===== config.mk =====
export PLATFORM = sky130hd
export DESIGN_NAME = sysctl_regfile
export DESIGN_NICKNAME = d
export VERILOG_FILES = /design/src/rtl/sysctl_pkg.sv /design/src/rtl/sysctl_decode.sv /design/src/rtl/sysctl_display.sv /design/src/rtl/sysctl_i2c_regs.sv /design/src/rtl/sysctl_regfile.sv
export SDC_FILE = /design/constraint.sdc
export NUM_CORES = 1
export LEC_CHECK = 0
export BUFFER_PORTS_ARGS = -buffer_cell sky130_fd_sc_hd__buf_2
export CORE_ASPECT_RATIO = 1.2
export CORE_MARGIN = 3
export CORE_UTILIZATION = 54
export CTS_CLUSTER_SIZE = 40
export DETAILED_ROUTE_END_ITERATION = 10
export HOLD_SLACK_MARGIN = 0.12
export PLACE_DENSITY_LB_ADDON = 0.05
export SLEW_MARGIN = 20
export SYNTH_ARGS = -nofsm -noshare
export SYNTH_HDL_FRONTEND = slang
export SYNTH_HIERARCHICAL = 1
export SYNTH_SLANG_ARGS = --single-unit

===== constraint.sdc =====
create_clock -name clk -period 4.2 [get_ports clk]
set_clock_uncertainty 0.1 [all_clocks]
set_input_delay 0.84 -clock clk [delete_from_list [all_inputs] [get_ports clk]]
set_output_delay 0.84 -clock clk [all_outputs]
set_load 0.02 [all_outputs]

===== src/rtl/sysctl_pkg.sv =====
package sysctl_pkg;

    // register offsets inside the decoded window
    localparam int unsigned OFF_SWITCH  = 32'h200;
    localparam int unsigned OFF_STATUS  = 32'h208;
    localparam int unsigned OFF_JUMPER  = 32'h210;
    localparam int unsigned OFF_LED     = 32'h408;
    localparam int unsigned OFF_WORD    = 32'h410;
    localparam int unsigned OFF_CHAR0   = 32'h418;
    localparam int unsigned CHAR_STRIDE = 8;
    localparam int unsigned OFF_SOFTRES = 32'h500;
    localparam int unsigned OFF_BRK     = 32'h508;
    localparam int unsigned OFF_GPOUT   = 32'hA00;
    localparam int unsigned OFF_GPIN    = 32'hA08;
    localparam int unsigned OFF_I2CIN   = 32'hB00;
    localparam int unsigned OFF_I2COE   = 32'hB08;
    localparam int unsigned OFF_I2COUT  = 32'hB10;
    localparam int unsigned OFF_I2CSEL  = 32'hB18;

    localparam logic [31:0] SOFTRES_KEY = 32'h0000_0042;
    localparam logic [31:0] I2C_IN_RST  = 32'h0000_0003;
    localparam logic [31:0] I2C_OUT_RST = 32'h0000_0003;
    localparam logic [7:0]  BRK_RST     = 8'h0A;
    localparam logic [7:0]  BLANK_CHAR  = 8'h20;

    typedef enum logic [3:0] {
        SEL_NONE,
        SEL_SWITCH,
        SEL_STATUS,
        SEL_JUMPER,
        SEL_LED,
        SEL_WORD,
        SEL_CHAR,
        SEL_SOFTRES,
        SEL_BRK,
        SEL_GPOUT,
        SEL_GPIN,
        SEL_I2CIN,
        SEL_I2COE,
        SEL_I2COUT,
        SEL_I2CSEL
    } reg_sel_e;

    function automatic logic [7:0] hex_digit(input logic [3:0] n);
        if (n < 4'd10) return 8'h30 + {4'h0, n};
        else           return 8'h37 + {4'h0, n};
    endfunction

endpackage


===== src/rtl/sysctl_decode.sv =====
module sysctl_decode
    import sysctl_pkg::*;
#(
    parameter int DEC_W     = 20,
    parameter int NUM_CHARS = 8,
    localparam int IDX_W    = $clog2(NUM_CHARS)
) (
    input  logic [DEC_W-1:0] off,
    output reg_sel_e         sel,
    output logic [IDX_W-1:0] char_idx
);
    localparam logic [DEC_W-1:0] CHAR_FIRST = DEC_W'(OFF_CHAR0);
    localparam logic [DEC_W-1:0] CHAR_LAST  = DEC_W'(OFF_CHAR0 + CHAR_STRIDE * (NUM_CHARS - 1));
    localparam int               STRIDE_SH  = $clog2(CHAR_STRIDE);

    logic [DEC_W-1:0] rel;

    always_comb begin
        sel      = SEL_NONE;
        char_idx = '0;
        rel      = off - CHAR_FIRST;
        if (off >= CHAR_FIRST && off <= CHAR_LAST && rel[STRIDE_SH-1:0] == '0) begin
            sel      = SEL_CHAR;
            char_idx = rel[STRIDE_SH +: IDX_W];
        end else begin
            case (off)
                DEC_W'(OFF_SWITCH):  sel = SEL_SWITCH;
                DEC_W'(OFF_STATUS):  sel = SEL_STATUS;
                DEC_W'(OFF_JUMPER):  sel = SEL_JUMPER;
                DEC_W'(OFF_LED):     sel = SEL_LED;
                DEC_W'(OFF_WORD):    sel = SEL_WORD;
                DEC_W'(OFF_SOFTRES): sel = SEL_SOFTRES;
                DEC_W'(OFF_BRK):     sel = SEL_BRK;
                DEC_W'(OFF_GPOUT):   sel = SEL_GPOUT;
                DEC_W'(OFF_GPIN):    sel = SEL_GPIN;
                DEC_W'(OFF_I2CIN):   sel = SEL_I2CIN;
                DEC_W'(OFF_I2COE):   sel = SEL_I2COE;
                DEC_W'(OFF_I2COUT):  sel = SEL_I2COUT;
                DEC_W'(OFF_I2CSEL):  sel = SEL_I2CSEL;
                default:             sel = SEL_NONE;
            endcase
        end
    end

endmodule


===== src/rtl/sysctl_display.sv =====
module sysctl_display
    import sysctl_pkg::*;
#(
    parameter int DATA_W    = 32,
    parameter int NUM_CHARS = 8,
    localparam int IDX_W    = $clog2(NUM_CHARS),
    localparam int DISP_W   = 8 * NUM_CHARS
) (
    input  logic              clk,
    input  logic              rst_n,
    input  logic              wr_word,
    input  logic              wr_char,
    input  logic [IDX_W-1:0]  char_idx,
    input  logic [DATA_W-1:0] wdata,
    output logic [DISP_W-1:0] disp
);
    for (genvar i = 0; i < NUM_CHARS; i++) begin : g_char
        localparam int NIB_LO = DATA_W - 4 * (i + 1);
        logic [7:0] ch_q;
        always_ff @(posedge clk) begin
            if (!rst_n)
                ch_q <= BLANK_CHAR;
            else if (wr_word)
                ch_q <= hex_digit(wdata[NIB_LO +: 4]);
            else if (wr_char && char_idx == IDX_W'(i))
                ch_q <= wdata[7:0];
        end
        assign disp[8*i +: 8] = ch_q;
    end

    AST_DISP_HOLD: assert property (@(posedge clk) disable iff (!rst_n)
        !$past(wr_word) && !$past(wr_char) |-> $stable(disp));

endmodule


===== src/rtl/sysctl_i2c_regs.sv =====
module sysctl_i2c_regs
    import sysctl_pkg::*;
#(
    parameter int DATA_W = 32,
    parameter int OE_W   = 2
) (
    input  logic              clk,
    input  logic              rst_n,
    input  logic              wr_oe,
    input  logic              wr_out,
    input  logic              wr_sel,
    input  logic [DATA_W-1:0] wdata,
    output logic [OE_W-1:0]   oe_q,
    output logic [DATA_W-1:0] out_q,
    output logic              sel_q,
    output logic              scl,
    output logic              sda
);
    always_ff @(posedge clk) begin
        if (!rst_n) begin
            oe_q  <= '0;
            out_q <= DATA_W'(I2C_OUT_RST);
            sel_q <= 1'b1;
        end else begin
            if (wr_oe)  oe_q  <= wdata[OE_W-1:0];
            if (wr_out) out_q <= wdata;
            if (wr_sel) sel_q <= wdata[0];
        end
    end

    assign scl = out_q[1];
    assign sda = out_q[0];

    AST_I2C_LINES_HOLD: assert property (@(posedge clk) disable iff (!rst_n)
        !$past(wr_out) |-> $stable({scl, sda}));

    AST_I2C_LINES_FOLLOW: assert property (@(posedge clk) disable iff (!rst_n)
        wr_out |=> {scl, sda} == $past(wdata[1:0]));

endmodule


===== src/rtl/sysctl_regfile.sv =====
module sysctl_regfile
    import sysctl_pkg::*;
#(
    parameter int ADDR_W     = 32,
    parameter int DEC_W      = 20,
    parameter int DATA_W     = 32,
    parameter int LED_W      = 8,
    parameter int BYTE_W     = 8,
    parameter int OE_W       = 2,
    parameter int NUM_CHARS  = 8,
    parameter bit BIG_ENDIAN = 1'b1,
    localparam int IDX_W     = $clog2(NUM_CHARS),
    localparam int DISP_W    = 8 * NUM_CHARS
) (
    input  logic              clk,
    input  logic              rst_n,
    input  logic [ADDR_W-1:0] bus_addr,
    input  logic              bus_wr,
    input  logic              bus_rd,
    input  logic [DATA_W-1:0] bus_wdata,
    output logic [DATA_W-1:0] bus_rdata,
    output logic [LED_W-1:0]  leds_o,
    output logic [DISP_W-1:0] disp_o,
    output logic              reset_req_o,
    output logic              i2c_scl_o,
    output logic              i2c_sda_o,
    input  logic              eeprom_sda_i
);
    localparam logic [DATA_W-1:0] STATUS_VAL = BIG_ENDIAN ? DATA_W'(32'h12) : DATA_W'(32'h10);

    reg_sel_e          sel;
    logic [IDX_W-1:0]  char_idx;
    logic              unused_addr_hi;

    logic [LED_W-1:0]  led_q;
    logic [BYTE_W-1:0] brk_q;
    logic [BYTE_W-1:0] gp_q;
    logic [OE_W-1:0]   oe_q;
    logic [DATA_W-1:0] i2c_out_q;
    logic              i2c_sel_q;
    logic [DATA_W-1:0] rd_val;
    logic [DATA_W-1:0] rdata_q;
    logic              req_q;

    assign unused_addr_hi = ^bus_addr[ADDR_W-1:DEC_W];

    sysctl_decode #(.DEC_W(DEC_W), .NUM_CHARS(NUM_CHARS)) u_decode (
        .off      (bus_addr[DEC_W-1:0]),
        .sel      (sel),
        .char_idx (char_idx)
    );

    sysctl_display #(.DATA_W(DATA_W), .NUM_CHARS(NUM_CHARS)) u_display (
        .clk      (clk),
        .rst_n    (rst_n),
        .wr_word  (bus_wr && sel == SEL_WORD),
        .wr_char  (bus_wr && sel == SEL_CHAR),
        .char_idx (char_idx),
        .wdata    (bus_wdata),
        .disp     (disp_o)
    );

    sysctl_i2c_regs #(.DATA_W(DATA_W), .OE_W(OE_W)) u_i2c (
        .clk    (clk),
        .rst_n  (rst_n),
        .wr_oe  (bus_wr && sel == SEL_I2COE),
        .wr_out (bus_wr && sel == SEL_I2COUT),
        .wr_sel (bus_wr && sel == SEL_I2CSEL),
        .wdata  (bus_wdata),
        .oe_q   (oe_q),
        .out_q  (i2c_out_q),
        .sel_q  (i2c_sel_q),
        .scl    (i2c_scl_o),
        .sda    (i2c_sda_o)
    );

    // byte-wide control registers
    always_ff @(posedge clk) begin
        if (!rst_n) begin
            led_q <= '0;
            brk_q <= BYTE_W'(BRK_RST);
            gp_q  <= '0;
        end else if (bus_wr) begin
            unique case (sel)
                SEL_LED:   led_q <= bus_wdata[LED_W-1:0];
                SEL_BRK:   brk_q <= bus_wdata[BYTE_W-1:0];
                SEL_GPOUT: gp_q  <= bus_wdata[BYTE_W-1:0];
                default: ;
            endcase
        end
    end

    // soft reset request: one pulse per matching write
    always_ff @(posedge clk) begin
        if (!rst_n) req_q <= 1'b0;
        else        req_q <= bus_wr && sel == SEL_SOFTRES && bus_wdata == DATA_W'(SOFTRES_KEY);
    end

    // read multiplexer
    always_comb begin
        rd_val = '0;
        unique case (sel)
            SEL_STATUS: rd_val = STATUS_VAL;
            SEL_LED:    rd_val = DATA_W'(led_q);
            SEL_BRK:    rd_val = DATA_W'(brk_q);
            SEL_GPOUT:  rd_val = DATA_W'(gp_q);
            SEL_GPIN:   rd_val = i2c_sel_q ? i2c_out_q : '0;
            SEL_I2CIN:  rd_val = {I2C_IN_RST[DATA_W-1:1], eeprom_sda_i};
            SEL_I2COE:  rd_val = DATA_W'(oe_q);
            SEL_I2COUT: rd_val = i2c_out_q;
            SEL_I2CSEL: rd_val = DATA_W'(i2c_sel_q);
            default:    rd_val = '0;
        endcase
    end

    always_ff @(posedge clk) begin
        if (!rst_n)      rdata_q <= '0;
        else if (bus_rd) rdata_q <= rd_val;
        else             rdata_q <= '0;
    end

    assign bus_rdata   = rdata_q;
    assign leds_o      = led_q;
    assign reset_req_o = req_q;

    AST_RSTREQ_NEEDS_WRITE: assert property (@(posedge clk) disable iff (!rst_n)
        reset_req_o |-> $past(bus_wr) && $past(bus_wdata) == DATA_W'(SOFTRES_KEY));

    AST_RDATA_IDLE_ZERO: assert property (@(posedge clk) disable iff (!rst_n)
        !$past(bus_rd) |-> bus_rdata == '0);

    AST_LED_HOLD: assert property (@(posedge clk) disable iff (!rst_n)
        !$past(bus_wr) |-> $stable(leds_o));

endmodule


==> flow_summary.yaml <==
drt:
  dr_total_vias: 6556
  routed_wl_mm: 21.2
  ant_nets: 0
  drt-initial-drc-count: 570
  drcViolationCount: 0
  vias_per_cell: 5.78
  wl_per_cell_um: 18.7
  drtPass1Iterations: 5
cts:
  clock_latency_ps: 420
  path_clk_slew_ps: 60
  cts.sinks: 156
  cts_buffers: 17
  cts_setup_buffers: 0
  htree_levels: 4
  ctsHoldBuffers: 0
  cts-root-buf: "clkbuf_16"
  cts_tree: "built"
  clockBufferDepth: 2
  cts_resized: 0
power:
  leakage_nw: 3.76
  vdd_drop_max_v: 0.000282
  power.density_mw_per_mm2: 360
worst_setup_path:
  required_ps: 4410
  slowest_stage: "o2111ai_1"
  reg2reg_depth: 4
  timing.rr.end: "bus_rdata[15]$_SDFF_PN0_"
  end_kind: "flop"
  crit_path_start_kind: "input pin"
  reg2reg_from: "u_i2c/sel_q$_SDFFE_PN1P_"
  worstPathArrival_ps: 3640
  path_max_fanout: 25
  critical_path_class: "in -> reg"
  cp-startpoint: "bus_addr[3]"
  cp_cell_sequence: "buf_2 > inv_1 > ha_1 > nand2_1 > nor2_1 > o2111ai_1 > o311ai_2 > buf_4 > nand2b_1 > nor2_2 > buf_4 > o211ai_2 > nor2_1 > xnor2_1 > a21oi_1"
  cp_slowest_stage_delay_ps: 430
  r2r_slack_ps: 2700
hold_path:
  min_path_cells: 1
  holdCritPathClass: "reg -> reg"
  hold_start: "u_i2c/out_q[9]$_SDFFE_PN0P_"
  hold_end: "bus_rdata[9]$_SDFF_PN0_"
finish:
  final_cell_mix: "163 x buf_2, 156 x dfxtp_1, 93 x mux2i_1"
  fill_cells: 1112
  final_layout_size_suffix_gt1_frac: 0.259
  final_cells: 1135
  layout_commonest_cell: "buf_2"
  areaGrowthSynthToFinish_pct: 20.7
  diodes: 0
  nets: 1033
job:
  cap_violations: 0
place:
  place_hpwl_mm: 14.7
  routabilityCongestion: 0.896
  io_buffers: 163
  placed_cells: 1103
global_route:
  grt-ovfl-total: 0
  grt_use_total: 0.271
  grt_first_pass_wirelength_mm: 33.0
  grt_pass1_vias: 6304
  antenna_found_initial: 0
  grt_max_degree: 82
yosys:
  synthArstFlopShare: 0
  synth_flop_cell: "dfxtp_1"
  yosys-top-cells-area: "dfxtp_1 42%, mux2i_1 12%, nor2b_1 4.9%"
  synth.top_cell.area_share: 0.416
  ys_seq_area_frac: 0.416
  ys_ff_latch: 156
  yosysTopAreaCell: "dfxtp_1"
  synth-warning-count: 6
  synth_edf_count: 0
  synthCells: 795
  synth_cell_types: 73
  synth_area_sq_mm: 0.00751
  avgSynthCellArea_sq_um: 9.45
  syn_nets: 874
sta:
  finalCriticalPeriod_ps: 3440
  hold_viol_final: 0
  tns_ps: 0
  rsz0062_at_grt: "false"
  hold_ws_ps: 353
  max_freq_mhz: 291
  setup-violations-final: 0
  fin_crit_sh: 0.818
  maxSlewHeadroom: 0.616
  tightest_slew_ps: 576
  final_max_slew_viol_count: 0
run_status:
  status: "complete, no violations"
die:
  coreArea_sq_mm: 0.0134
  ios: 176
  die_w_um: 114
  die_y_um: 135
  die_area_sq_mm: 0.0154
  placementRows: 46
  initial_utilization: 0.560
==> logic make-up after synthesis <==
| kind of cell | synth area share |
|---|---|
| AO/OA/AOI/OAI | 0.157 |
| XOR/XNOR | 0.0140 |
| adder cells (fa/ha/maj) | 0.0167 |
| buffers and inverters | 0.0581 |
| flip-flops | 0.416 |
| multiplexers | 0.131 |
| AND/OR/NAND/NOR | 0.207 |
==> per-layer routing <==
metal,GRT usage,vias to the layer above,share of wire
li1,-,3137,-
met1,0.326,3138,0.40
met2,0.482,243,0.52
met3,0.0545,38,0.059
met4,0.0888,0,0.022
met5,0,-,0
==> synth_stat cells, drive strengths merged (3+ instances only) <==
master  instances
mux2            5
and4bb          3
ha             10
buf            33
xnor2           9
xor2            3
nand2b          3
a22oi           9
a21oi          55
a222oi          5
dfxtp         156
nand4b          4
mux2i          93
nor3           12
nor2           57
nand3           8
nand2          48
o31ai           4
nor3b          11
nor4b           4
and2           29
a21boi          9
and3            4
nor2b          60
o21a           15
inv            20
nand3b          6
o211ai          9
nand4           3
nor4            8
a211oi         16
clkbuf         19
o21ai          36
==> how the worst max path moves through the flow <==
stage	slack, ps	to
after global routing	510	u_display/g_char[7].ch_q[6]$_SDFFE_PN0P_
after CTS	780	u_display/g_char[6].ch_q[5]$_SDFFE_PN1P_
after detailed placement	350	u_display/g_char[6].ch_q[5]$_SDFFE_PN1P_
final	760	u_display/g_char[7].ch_q[2]$_SDFFE_PN0P_
after global placement	400	u_display/g_char[6].ch_q[5]$_SDFFE_PN1P_
after floorplan	400	u_display/g_char[0].ch_q[6]$_SDFFE_PN0P_
==> report_power, final <==
| group | switching [mW] | internal (mW) | total (mW) |
|---|---|---|---|
| registers | 0.000000578 | 1.48 | 1.48 |
| logic | 0.119 | 0.0646 | 0.184 |
| clock network | 0.626 | 0.973 | 1.60 |
| total | 0.745 | 2.52 | 3.26 |
==> layout make-up <==
type	instances	area [sq um]	share of cell area
Sequential cell	156	3120	0.345
Clock inverter	12	160	0.0177
Tap cell	168	210	0.0232
Timing Repair Buffer	192	1060	0.117
Multi-Input combinational cell	565	3970	0.438
Inverter	22	82.6	0.00911
Clock buffer	20	457	0.0504
==> sequential cells by signal, summed over array words and instances (netlist names) <==
signal and cells:
brk_q 8, bus_rdata 32, gp_q 8, leds_o 8, reset_req_o 1, u_display/g_char.ch_q 64, u_i2c/oe_q 2, u_i2c/out_q 32
u_i2c/sel_q 1
==> through the flow <==
stage / instance area (sq um) / worst slack [ps] / utilization / total power, mW
6_report: 9060 / 763 / 0.676 / 3.26
5_1_grt: 9060 / 510 / 0.676 / 3.36
4_1_cts: 9060 / 785 / 0.676 / 3.28
3_5_place_dp: 8450 / 350 / 0.630 / 1.69
3_3_place_gp: 8450 / 404 / 0.630 / 1.69
2_1_floorplan: 7510 / 398 / - / 1.60
==> worst max-delay path, delay by kind of cell <==
family                   cells  cell delay (ps)
AO/OA/AOI/OAI                4              960
XOR/XNOR                     1              140
adder cells (fa/ha/maj)      1              200
buffers and inverters        4              850
AND/OR/NAND/NOR              5              630
Note: power is estimated with default switching activity, not from simulation.
